===== src/rtl/cardif_i2c_pkg.sv =====
package cardif_i2c_pkg;

  localparam int DATA_W  = 8;
  localparam int ADDR_W  = 7;
  localparam int STRAP_W = 3;

  // status byte layout
  localparam int BIT_PRESENT  = 0;
  localparam int BIT_PRES_CHG = 1;
  localparam int BIT_IO       = 2;
  localparam int BIT_SUPPLY   = 3;
  localparam int BIT_OVERLOAD = 4;
  localparam int BIT_MUTE     = 5;
  localparam int BIT_EARLY    = 6;
  localparam int BIT_POWERED  = 7;

  localparam logic [DATA_W-1:0] STICKY_MASK  = 8'h7A;
  localparam logic [DATA_W-1:0] IRQ_MASK     = 8'h1A;
  localparam logic [DATA_W-1:0] SESSION_MASK = 8'h60;

  typedef enum logic [2:0] {
    ST_IDLE,
    ST_ADDR,
    ST_ADDR_ACK,
    ST_WDATA,
    ST_WACK,
    ST_RDATA,
    ST_WAIT_STOP
  } busState_e;

  typedef struct packed {
    logic sclRise;
    logic sclFall;
    logic startDet;
    logic stopDet;
  } busEvent_t;

  typedef struct packed {
    logic shiftIn;
    logic loadTx;
    logic shiftTx;
    logic commitCtrl;
    logic clearFlags;
    logic driveAck;
    logic driveData;
  } dpStrobe_t;

endpackage


===== src/rtl/cardif_i2c_sync.sv =====
module cardif_i2c_sync
  import cardif_i2c_pkg::*;
#(
  parameter int SYNC_STAGES = 2
) (
  input  logic      clk,
  input  logic      rstN,
  input  logic      sclIn,
  input  logic      sdaIn,
  output busEvent_t busEv,
  output logic      sdaLevel
);

  logic [SYNC_STAGES-1:0] sclPipe;
  logic [SYNC_STAGES-1:0] sdaPipe;
  logic sclPrev, sdaPrev;
  logic sclNow, sdaNow;

  always_ff @(posedge clk or negedge rstN) begin
    if (!rstN) begin
      sclPipe <= '1;
      sdaPipe <= '1;
      sclPrev <= 1'b1;
      sdaPrev <= 1'b1;
    end else begin
      sclPipe <= {sclPipe[SYNC_STAGES-2:0], sclIn};
      sdaPipe <= {sdaPipe[SYNC_STAGES-2:0], sdaIn};
      sclPrev <= sclPipe[SYNC_STAGES-1];
      sdaPrev <= sdaPipe[SYNC_STAGES-1];
    end
  end

  assign sclNow = sclPipe[SYNC_STAGES-1];
  assign sdaNow = sdaPipe[SYNC_STAGES-1];

  always_comb begin
    busEv.sclRise  = sclNow & ~sclPrev;
    busEv.sclFall  = ~sclNow & sclPrev;
    busEv.startDet = sclNow & sclPrev & sdaPrev & ~sdaNow;
    busEv.stopDet  = sclNow & sclPrev & ~sdaPrev & sdaNow;
  end

  assign sdaLevel = sdaNow;

endmodule


===== src/rtl/cardif_i2c_ctrl.sv =====
module cardif_i2c_ctrl
  import cardif_i2c_pkg::*;
#(
  parameter int BYTE_BITS = DATA_W
) (
  input  logic      clk,
  input  logic      rstN,
  input  busEvent_t busEv,
  input  logic      addrMatch,
  input  logic      rwBit,
  output dpStrobe_t strb
);

  localparam int CNT_W = $clog2(BYTE_BITS + 1);
  localparam logic [CNT_W-1:0] CNT_FULL = CNT_W'(BYTE_BITS);

  busState_e state, nextState;
  logic [CNT_W-1:0] bitCnt, nextCnt;

  always_ff @(posedge clk or negedge rstN) begin
    if (!rstN) begin
      state  <= ST_IDLE;
      bitCnt <= '0;
    end else begin
      state  <= nextState;
      bitCnt <= nextCnt;
    end
  end

  always_comb begin
    nextState = state;
    nextCnt   = bitCnt;
    strb      = '0;
    strb.driveAck  = (state == ST_ADDR_ACK) || (state == ST_WACK);
    strb.driveData = (state == ST_RDATA);

    if (busEv.stopDet) begin
      nextState = ST_IDLE;
    end else if (busEv.startDet) begin
      nextState = ST_ADDR;
      nextCnt   = '0;
    end else begin
      case (state)
        ST_ADDR, ST_WDATA: begin
          if (busEv.sclRise && bitCnt < CNT_FULL) begin
            strb.shiftIn = 1'b1;
            nextCnt      = bitCnt + 1'b1;
          end
          if (busEv.sclFall && bitCnt == CNT_FULL) begin
            nextCnt = '0;
            if (state == ST_ADDR) begin
              nextState = addrMatch ? ST_ADDR_ACK : ST_WAIT_STOP;
            end else begin
              strb.commitCtrl = 1'b1;
              nextState       = ST_WACK;
            end
          end
        end
        ST_ADDR_ACK: begin
          if (busEv.sclFall) begin
            nextCnt = '0;
            if (rwBit) begin
              strb.loadTx = 1'b1;
              nextState   = ST_RDATA;
            end else begin
              nextState = ST_WDATA;
            end
          end
        end
        ST_WACK: begin
          if (busEv.sclFall) nextState = ST_WAIT_STOP;
        end
        ST_RDATA: begin
          if (busEv.sclRise && bitCnt < CNT_FULL) nextCnt = bitCnt + 1'b1;
          if (busEv.sclFall) begin
            if (bitCnt == CNT_FULL) begin
              strb.clearFlags = 1'b1;
              nextState       = ST_WAIT_STOP;
            end else if (bitCnt != '0) begin
              strb.shiftTx = 1'b1;
            end
          end
        end
        default: ;
      endcase
    end
  end

endmodule


===== src/rtl/cardif_i2c_datapath.sv =====
module cardif_i2c_datapath
  import cardif_i2c_pkg::*;
#(
  parameter logic [ADDR_W-1:0]  ADDR_BASE     = 7'h48,
  parameter logic [STRAP_W-1:0] STRAP_DEFAULT = 3'b100
) (
  input  logic               clk,
  input  logic               rstN,
  input  dpStrobe_t          strb,
  input  logic               sdaLevel,
  input  logic [STRAP_W-1:0] addrStrap,
  input  logic               cardPresent,
  input  logic               cardIoLevel,
  input  logic               cardPowered,
  input  logic               supplyFault,
  input  logic               overloadFault,
  input  logic               muteEvt,
  input  logic               earlyEvt,
  input  logic               sessionStart,
  output logic [DATA_W-1:0]  ctrlReg,
  output logic               sdaDriveLow,
  output logic               irqN,
  output logic               addrMatch,
  output logic               rwBit
);

  localparam int SHIFT_CNT_W = $clog2(DATA_W + 1);

  logic [DATA_W-1:0] rxShift, txShift, ctrlQ;
  logic [DATA_W-1:0] stickyQ, snapQ, seenQ;
  logic [DATA_W-1:0] evVec, liveVec, statusNow, clrMask, sessMask;
  logic [ADDR_W-1:0] devAddr;
  logic presPrevQ, sdaLowQ;

  assign devAddr   = ADDR_BASE ^ {{(ADDR_W-STRAP_W){1'b0}}, addrStrap ^ STRAP_DEFAULT};
  assign addrMatch = (rxShift[DATA_W-1:1] == devAddr);
  assign rwBit     = rxShift[0];

  always_comb begin
    evVec = '0;
    evVec[BIT_PRES_CHG] = cardPresent ^ presPrevQ;
    evVec[BIT_SUPPLY]   = supplyFault;
    evVec[BIT_OVERLOAD] = overloadFault;
    evVec[BIT_MUTE]     = muteEvt;
    evVec[BIT_EARLY]    = earlyEvt;

    liveVec = '0;
    liveVec[BIT_PRESENT] = cardPresent;
    liveVec[BIT_IO]      = cardIoLevel;
    liveVec[BIT_POWERED] = cardPowered;

    statusNow = (stickyQ & STICKY_MASK) | liveVec;
    clrMask   = strb.clearFlags ? (snapQ & ~seenQ) : '0;
    sessMask  = sessionStart ? SESSION_MASK : '0;
  end

  always_ff @(posedge clk or negedge rstN) begin
    if (!rstN) begin
      rxShift   <= '0;
      txShift   <= '0;
      ctrlQ     <= '0;
      stickyQ   <= '0;
      snapQ     <= '0;
      seenQ     <= '0;
      presPrevQ <= 1'b0;
      sdaLowQ   <= 1'b0;
    end else begin
      presPrevQ <= cardPresent;
      if (strb.shiftIn) rxShift <= {rxShift[DATA_W-2:0], sdaLevel};
      if (strb.commitCtrl) ctrlQ <= rxShift;
      if (strb.loadTx) begin
        txShift <= statusNow;
        snapQ   <= stickyQ;
        seenQ   <= evVec;
      end else begin
        if (strb.shiftTx) txShift <= {txShift[DATA_W-2:0], 1'b0};
        seenQ <= seenQ | evVec;
      end
      stickyQ <= ((stickyQ & ~clrMask & ~sessMask) | evVec) & STICKY_MASK;
      sdaLowQ <= strb.driveAck | (strb.driveData & ~txShift[DATA_W-1]);
    end
  end

  assign ctrlReg     = ctrlQ;
  assign sdaDriveLow = sdaLowQ;
  assign irqN        = ~|(stickyQ & IRQ_MASK);

  // shifts since the last capture, used to check when the clear may happen
  logic [SHIFT_CNT_W-1:0] shiftsSinceLoad;
  always_ff @(posedge clk or negedge rstN) begin
    if (!rstN) shiftsSinceLoad <= '0;
    else if (strb.loadTx) shiftsSinceLoad <= '0;
    else if (strb.shiftTx && shiftsSinceLoad != SHIFT_CNT_W'(DATA_W)) shiftsSinceLoad <= shiftsSinceLoad + 1'b1;
  end

  assert_ctrl_stable_R2: assert property (@(posedge clk) disable iff (!rstN)
    !strb.commitCtrl |=> $stable(ctrlQ))
    else $error("control register changed without a commit");

  assert_irq_held_R6: assert property (@(posedge clk) disable iff (!rstN)
    ((stickyQ & IRQ_MASK) != '0 && !strb.clearFlags) |=> !irqN)
    else $error("interrupt released while a flag was pending");

  assert_clear_after_full_byte_R8: assert property (@(posedge clk) disable iff (!rstN)
    strb.clearFlags |-> (shiftsSinceLoad == SHIFT_CNT_W'(DATA_W - 1)))
    else $error("flags cleared before the status byte was sent");

endmodule


===== src/rtl/cardif_i2c_regs.sv =====
module cardif_i2c_regs
  import cardif_i2c_pkg::*;
(
  input  logic              clk,
  input  logic              rstN,
  input  logic              sclIn,
  input  logic              sdaIn,
  output logic              sdaDriveLow,
  input  logic [STRAP_W-1:0] addrStrap,
  input  logic              cardPresent,
  input  logic              cardIoLevel,
  input  logic              cardPowered,
  input  logic              supplyFault,
  input  logic              overloadFault,
  input  logic              muteEvt,
  input  logic              earlyEvt,
  input  logic              sessionStart,
  output logic [DATA_W-1:0] ctrlReg,
  output logic              irqN
);

  busEvent_t busEv;
  dpStrobe_t strb;
  logic sdaLevel, addrMatch, rwBit;

  cardif_i2c_sync #(.SYNC_STAGES(2)) u_sync (
    .clk(clk), .rstN(rstN), .sclIn(sclIn), .sdaIn(sdaIn),
    .busEv(busEv), .sdaLevel(sdaLevel)
  );

  cardif_i2c_ctrl #(.BYTE_BITS(DATA_W)) u_ctrl (
    .clk(clk), .rstN(rstN), .busEv(busEv),
    .addrMatch(addrMatch), .rwBit(rwBit), .strb(strb)
  );

  cardif_i2c_datapath u_dp (
    .clk(clk), .rstN(rstN), .strb(strb), .sdaLevel(sdaLevel),
    .addrStrap(addrStrap), .cardPresent(cardPresent),
    .cardIoLevel(cardIoLevel), .cardPowered(cardPowered),
    .supplyFault(supplyFault), .overloadFault(overloadFault),
    .muteEvt(muteEvt), .earlyEvt(earlyEvt), .sessionStart(sessionStart),
    .ctrlReg(ctrlReg), .sdaDriveLow(sdaDriveLow), .irqN(irqN),
    .addrMatch(addrMatch), .rwBit(rwBit)
  );

  assert_release_after_stop_R9: assert property (@(posedge clk) disable iff (!rstN)
    busEv.stopDet |-> ##2 !sdaDriveLow)
    else $error("data line still held after STOP");

endmodule


===== config.mk =====
export PLATFORM = sky130hd
export DESIGN_NAME = cardif_i2c_regs
export DESIGN_NICKNAME = d
export VERILOG_FILES = /design/src/rtl/cardif_i2c_pkg.sv /design/src/rtl/cardif_i2c_sync.sv /design/src/rtl/cardif_i2c_ctrl.sv /design/src/rtl/cardif_i2c_datapath.sv /design/src/rtl/cardif_i2c_regs.sv
export SDC_FILE = /design/constraint.sdc
export NUM_CORES = 1
export LEC_CHECK = 0
export BUFFER_PORTS_ARGS = -buffer_cell sky130_fd_sc_hd__buf_2
export CAP_MARGIN = 0
export CORE_ASPECT_RATIO = 1.1
export CORE_MARGIN = 3
export CORE_UTILIZATION = 40
export DETAILED_ROUTE_END_ITERATION = 6
export GPL_TIMING_DRIVEN = 0
export PLACE_DENSITY = 0.69
export SETUP_SLACK_MARGIN = 0.02
export SLEW_MARGIN = 10
export SYNTH_ARGS = -nofsm -noshare
export SYNTH_HDL_FRONTEND = slang
export SYNTH_HIERARCHICAL = 1
export SYNTH_SLANG_ARGS = --single-unit
export TNS_END_PERCENT = 20

===== constraint.sdc =====
create_clock -name clk -period 4.2 [get_ports clk]
set_input_delay 0.42 -clock clk [delete_from_list [all_inputs] [get_ports clk]]
set_output_delay 0.42 -clock clk [all_outputs]
set_load 0.1 [all_outputs]

Word-level counts from Yosys, hierarchy flattened
Cells that the tools add are included.
{"block": "op_classes", "add_sub_neg": 1, "order_cmp": 1, "eq_ne": 13, "bitwise": 26, "reduce_logical": 12, "mux": 38}
{"operator": "3-bit 2-to-1 mux", "n": 10}
{"operator": "8-bit 2-to-1 mux", "n": 3}
{"operator": "7-bit AND", "n": 3}
{"operator": "7-bit NOT", "n": 3}
{"operator": "4-bit 2-to-1 mux", "n": 4}
{"operator": "1-bit 2-to-1 mux", "n": 15}
{"operator": "7-bit 2-to-1 mux", "n": 2}
{"operator": "4-bit by 3-bit != test with 1-bit output, second input constant", "n": 3}
{"operator": "3-bit case mux with 4 select lines", "n": 1}
{"operator": "4-bit case mux with 3 select lines", "n": 1}
{"operator": "5-bit 2-to-1 mux", "n": 2}
{"operator": "1-bit AND", "n": 8}
{"operator": "4-bit != test, second input constant", "n": 2}
{"operator": "7-bit by 8-bit OR with 8-bit output", "n": 1}
{"operator": "8-bit by 7-bit OR with 8-bit output", "n": 1}
{"operator": "4-bit nonzero test", "n": 2}
{"operator": "7-bit equality test", "n": 1}
{"operator": "1-bit NOT", "n": 7}
{"operator": "7-bit OR", "n": 1}
{"operator": "3-bit by 2-bit equality test with 1-bit output, second input constant", "n": 2}
{"operator": "3-bit equality test, second input constant", "n": 2}
{"operator": "6-bit AND reduction", "n": 1}
{"operator": "6-bit nonzero test", "n": 1}
{"operator": "4-bit by 1-bit adder with 4-bit output, second input constant", "n": 1}
{"operator": "other kinds (13)", "n": 14}
{"block": "totals", "elab_cells": 105, "output_inout_bits": 10, "reg_bits": 57, "inputBits": 15}

Longest topological paths before layout
{"block": "logic_depth", "word_depth": 12, "mapped_depth": 8, "depth_no_buf": 6}

By module
The synthesis kept the hierarchy.
{"mod": "cardif_i2c_datapath", "instances": 1, "area_per_inst_um2": 1616.6, "cells_per_inst": 123, "seq_area_each_um2": 1026.0}
{"mod": "cardif_i2c_ctrl", "instances": 1, "area_per_inst_um2": 625.6, "cells_per_inst": 73, "seq_area_each_um2": 175.2}
{"mod": "cardif_i2c_sync", "instances": 1, "area_per_inst_um2": 190.2, "cells_per_inst": 10, "seq_area_each_um2": 157.7}

Least setup slack after synthesis
OpenSTA, ideal clock, no wires.
{"block": "synth_path", "path_type": "flip-flop to output port", "startpoint": "register u_dp.stickyQ[4]", "endpoint": "output irqN", "path_stages_with_launch": 2, "n_path_buf": 0, "setup_slack_ns": 1.330, "t_required_ns": 3.780, "arrival_time_ns": 2.450, "cell_sequence": "dfrtp_1 -> nor3_1"}
{"block": "synth_via", "elab_chain_cells": 2}
{"element": "from (decl)", "line": "cardif_i2c_datapath.sv:30", "text": "logic [DATA_W-1:0] stickyQ, snapQ, seenQ;"}
{"element": "from (signal assigned)", "line": "cardif_i2c_datapath.sv:79", "text": "stickyQ <= ((stickyQ & ~clrMask & ~sessMask) | evVec) & STICKY_MASK;"}
{"element": "3-bit OR reduction", "line": "cardif_i2c_datapath.sv:86", "text": "assign irqN = ~|(stickyQ & IRQ_MASK);"}
{"element": "1-bit logical NOT", "line": "cardif_i2c_datapath.sv:86"}
{"element": "to (decl)", "line": "cardif_i2c_regs.sv:19", "text": "output logic irqN"}
No other way between the ends.

==> impl_table.tex <==
\begin{tabular}{lr}
\hline
Metric & Value \\
\hline
\multicolumn{2}{l}{\textbf{Status}} \\
\quad Run status & completed \\
\multicolumn{2}{l}{\textbf{Yosys}} \\
\quad Post-synthesis async set-or-reset flop share & 1.00 \\
\quad Synth warnings & 6 \\
\quad Compound-gate portion of the synthesized area & 0.129 \\
\quad Synth Area in Adders & 0.0103 \\
\quad Simple-gate share of the synthesized area & 0.138 \\
\quad Top cell type's share of synthesized area & 0.494 \\
\quad Cell count after synthesis & 206 \\
\quad Post-Synth XOR/XNOR Area & 0.0180 \\
\quad Synth cell types & 51 \\
\quad Main combinational cell family by area after synthesis & simple AND/OR/NAND/NOR gates \\
\quad Netlist Area Pre-Place & 2430 µm² \\
\quad Largest cells by area after synthesis & sky130\_fd\_sc\_hd\_\_dfrtp\_1 49\%, sky130\_fd\_sc\_hd\_\_mux2\_2 7.4\%, sky130\_fd\_sc\_hd\_\_dfstp\_2 6.5\% \\
\quad Net Count, Synth & 223 \\
\quad Cell taking the most area after synthesis & sky130\_fd\_sc\_hd\_\_dfrtp\_1 \\
\quad Multiplexer area fraction after synthesis & 0.103 \\
\quad Most used flip-flop cell after synthesis & sky130\_fd\_sc\_hd\_\_dfrtp\_1 \\
\quad Post-synth EDFFs & 0 \\
\quad Post-synthesis sequential area ratio & 0.559 \\
\quad Post-synthesis area per instance & 11.8 µm² \\
\quad FF+latch count, synth & 54 \\
\multicolumn{2}{l}{\textbf{Run}} \\
\quad Max capacitance violation total & 0 \\
\multicolumn{2}{l}{\textbf{Hold path}} \\
\quad Hold/Removal Path Class & in2async \\
\multicolumn{2}{l}{\textbf{Timing}} \\
\quad Tightest Pin Transition & 662 ps \\
\quad Final critical path time including I/O delays and setup & 2170 ps \\
\quad Fin crit share & 0.518 \\
\quad Final hold vios & 0 \\
\quad Normalized max-slew margin & 0.559 \\
\quad Final-report setup violation count & 0 \\
\quad Skew final & 14.0 ps \\
\quad RSZ-0062 raised after global routing & false \\
\quad Final-report max-slew violation count & 0 \\
\quad Accumulated negative setup slack & 0 ps \\
\quad Worst Hold Margin & 123 ps \\
\quad Fmax & 460 MHz \\
\quad Setup ws final & 2030 ps \\
\multicolumn{2}{l}{\textbf{Detailed routing}} \\
\quad Detailed Route WL & 4360 µm \\
\quad DR DRC count & 0 \\
\quad Detailed-route wire length per cell & 13.8 µm \\
\quad Length of the first detailed-routing pass in iterations & 4 \\
\quad Per-cell via count in the routed design & 5.18 \\
\quad Count of nets left with antenna violations after detail routing & 0 \\
\quad Total via count after detailed routing & 1632 \\
\quad DR iter-0 viols & 138 \\
\multicolumn{2}{l}{\textbf{Global route}} \\
\quad Vias in the first global route & 1601 \\
\quad Number of antenna violations at the first check in global routing & 0 \\
\quad Global-route wire length before repair & 7680 µm \\
\quad Pin count of the biggest net entering global routing & 55 \\
\quad Total routing usage reported by global routing & 0.140 \\
\quad Overflow after GRT & 0 \\
\multicolumn{2}{l}{\textbf{Place}} \\
\quad HPWL after detailed placement & 3040 µm \\
\quad Placement Setup Slack & 2050 ps \\
\quad Count of input and output buffers & 24 \\
\quad Standard cell area after detailed placement & 2650 µm² \\
\quad GPL Wtd Cong & 0.815 \\
\multicolumn{2}{l}{\textbf{Floorplanning}} \\
\quad Starting utilization of the core area & 0.416 \\
\quad Number of placed I/O pins & 25 \\
\quad Die Span X & 80.4 µm \\
\quad Vertical die dimension & 87.8 µm \\
\quad Area enclosed by the die boundary & 7050 µm² \\
\quad Placement Rows & 29 \\
\quad Core area & 5840 µm² \\
\multicolumn{2}{l}{\textbf{Clock tree}} \\
\quad Library cell used as clock root buffer & sky130\_fd\_sc\_hd\_\_clkbuf\_8 \\
\quad Maximum buffer depth of the clock tree & 2 \\
\quad Post-CTS resize count & 0 \\
\quad Setup fix buffers added after clock tree synthesis & 0 \\
\quad Total of hold buffers inserted after clock tree synthesis & 0 \\
\quad H-tree lvl count & 2 \\
\quad Clk Latency, worst-skew pair & 310 ps \\
\quad Cts bufs inserted & 5 \\
\quad Clock-pin slew on the worst setup and hold paths & 100 ps \\
\quad CTS tree & yes \\
\quad Total clock sinks & 54 \\
\multicolumn{2}{l}{\textbf{Worst setup path}} \\
\quad Kind of end point of the critical path & register \\
\quad Length in cells of the worst reg-to-reg path & 7 \\
\quad Worst EP required & 4400 ps \\
\quad Worst reg2reg path startpoint & u\_sync/sdaPipe[1]\$\_DFF\_PN1\_ \\
\quad CP Data Arrival Time & 2370 ps \\
\quad Reg2reg setup slack & 2030 ps \\
\quad Critical Path Fanout Max & 9 \\
\quad Type of origin of the critical path & register \\
\quad Critical Path Source & u\_sync/sdaPipe[1]\$\_DFF\_PN1\_ \\
\quad Endpoint of the lowest-slack register-to-register path & u\_dp/stickyQ[6]\$\_DFF\_PN0\_ \\
\quad Critical setup path kind & reg2reg \\
\multicolumn{2}{l}{\textbf{Finish}} \\
\quad Leading cell type in the layout, fill and taps excluded & sky130\_fd\_sc\_hd\_\_dfrtp\_1 \\
\quad Number of antenna repair diodes & 0 \\
\quad Fin nets & 254 \\
\quad Fill cell instance count of the final layout & 534 \\
\quad Commonest cells after routing, fill and taps aside & 48 x sky130\_fd\_sc\_hd\_\_dfrtp\_1, 27 x sky130\_fd\_sc\_hd\_\_buf\_2, 17 x sky130\_fd\_sc\_hd\_\_o21ai\_0, 16 x sky130\_fd\_sc\_hd\_\_mux2\_2, 15 x sky130\_fd\_sc\_hd\_\_inv\_1 \\
\quad Post-layout instance area & 2740 µm² \\
\quad Layout cell share with drive strength beyond 1 & 0.277 \\
\quad Area overhead of the layout relative to synthesis & 12.6\% \\
\multicolumn{2}{l}{\textbf{Power and ir drop}} \\
\quad Maximum ir drop on the vdd rail & 0.262 mV \\
\quad Total power divided by cell area & 492 nW/µm² \\
\quad Leakage power & 1.23 nW \\
\hline
\end{tabular}
area by class of cell:
cell class / instances / area [µm²] / area share
inverters: 15 / 56.3 / 0.0206
flip-flops and latches: 54 / 1360 / 0.496
plain buffers: 10 / 48.8 / 0.0178
well taps: 77 / 96.3 / 0.0352
multi-input cells: 127 / 968 / 0.354
repair buffers: 24 / 123 / 0.0448
clock buffers: 6 / 72.6 / 0.0265
clock inverters: 2 / 13.8 / 0.00503
routing by layer:
layer	wire length, µm	global-route usage	vias to the layer above
met5	0	0	-
met4	78	0.0538	0
met3	139	0.0340	7
met2	1980	0.210	25
met1	2160	0.198	793
li1	-	-	807
cells by family after synthesis:
group | after synthesis
AO/OA/AOI/OAI | 46
XOR/XNOR | 5
adder cells (fa/ha/maj) | 2
buffers and inverters | 25
flip-flops | 54
multiplexers | 23
AND/OR/NAND/NOR | 51
power breakdown:
group | internal (mW) | switching (mW)
Combinational | 0.152 | 0.175
Clock | 0.119 | 0.167
Sequential | 0.640 | 0.0950
through the flow:
step | std cells | util | total power [mW]
floorplan | 206 | - | 0.975
global placement | 307 | 0.453 | 1.06
detailed placement | 307 | 0.453 | 1.07
CTS | 315 | 0.468 | 1.36
global route | 315 | 0.469 | 1.45
finish | 315 | 0.469 | 1.35
Yosys cell counts, types with 3 or more instances:
cell type	instances
sky130_fd_sc_hd__nor3_1	3
sky130_fd_sc_hd__a32oi_1	3
sky130_fd_sc_hd__a31o_2	3
sky130_fd_sc_hd__dfstp_2	6
sky130_fd_sc_hd__a21oi_1	3
sky130_fd_sc_hd__buf_2	4
sky130_fd_sc_hd__nand3b_1	6
sky130_fd_sc_hd__and3b_1	5
sky130_fd_sc_hd__a21o_1	7
sky130_fd_sc_hd__dfrtp_1	48
sky130_fd_sc_hd__mux2i_1	7
sky130_fd_sc_hd__inv_1	15
sky130_fd_sc_hd__nor2_1	7
sky130_fd_sc_hd__xnor2_1	3
sky130_fd_sc_hd__clkbuf_1	3
sky130_fd_sc_hd__o21ai_0	17
sky130_fd_sc_hd__and4b_1	3
sky130_fd_sc_hd__nand2_1	8
sky130_fd_sc_hd__nor2b_1	4
sky130_fd_sc_hd__mux2_2	16
worst max-delay path, cell delays in order, from the launching register on:
cell and delay [ps]:
sky130_fd_sc_hd__dfstp_2 560, sky130_fd_sc_hd__and4b_1 190, sky130_fd_sc_hd__clkbuf_2 170, sky130_fd_sc_hd__nor2_1 240, sky130_fd_sc_hd__nand3_1 140, sky130_fd_sc_hd__nor2_1 380, sky130_fd_sc_hd__nand3b_1 140, sky130_fd_sc_hd__a31o_2 260
state kept, by name, indices dropped and copies added (netlist names):
register / count
u_sync/sclPipe: 2
u_dp/sdaDriveLow: 1
u_dp/snapQ: 5
u_sync/sdaPrev: 1
u_ctrl/state: 3
u_dp/presPrevQ: 1
u_dp/ctrlReg: 8
u_dp/rxShift: 8
u_sync/sclPrev: 1
u_dp/stickyQ: 5
u_ctrl/bitCnt: 4
u_sync/sdaPipe: 2
u_dp/seenQ: 5
u_dp/txShift: 8
worst max-delay path by stage:
| stage | end | slack, ps | cells past startpoint |
|---|---|---|---|
| after global routing | u_dp/stickyQ[6]$_DFF_PN0_ | 1910 | 7 |
| final | u_dp/stickyQ[6]$_DFF_PN0_ | 2030 | 7 |
| after CTS | u_dp/stickyQ[6]$_DFF_PN0_ | 2030 | 7 |
| after global placement | u_dp/stickyQ[6]$_DFF_PN0_ | 2050 | 7 |
| after detailed placement | u_dp/stickyQ[6]$_DFF_PN0_ | 2050 | 7 |
| after floorplan | irqN | 1330 | 1 |
No activity file was read; power rests on OpenSTA's default activity.
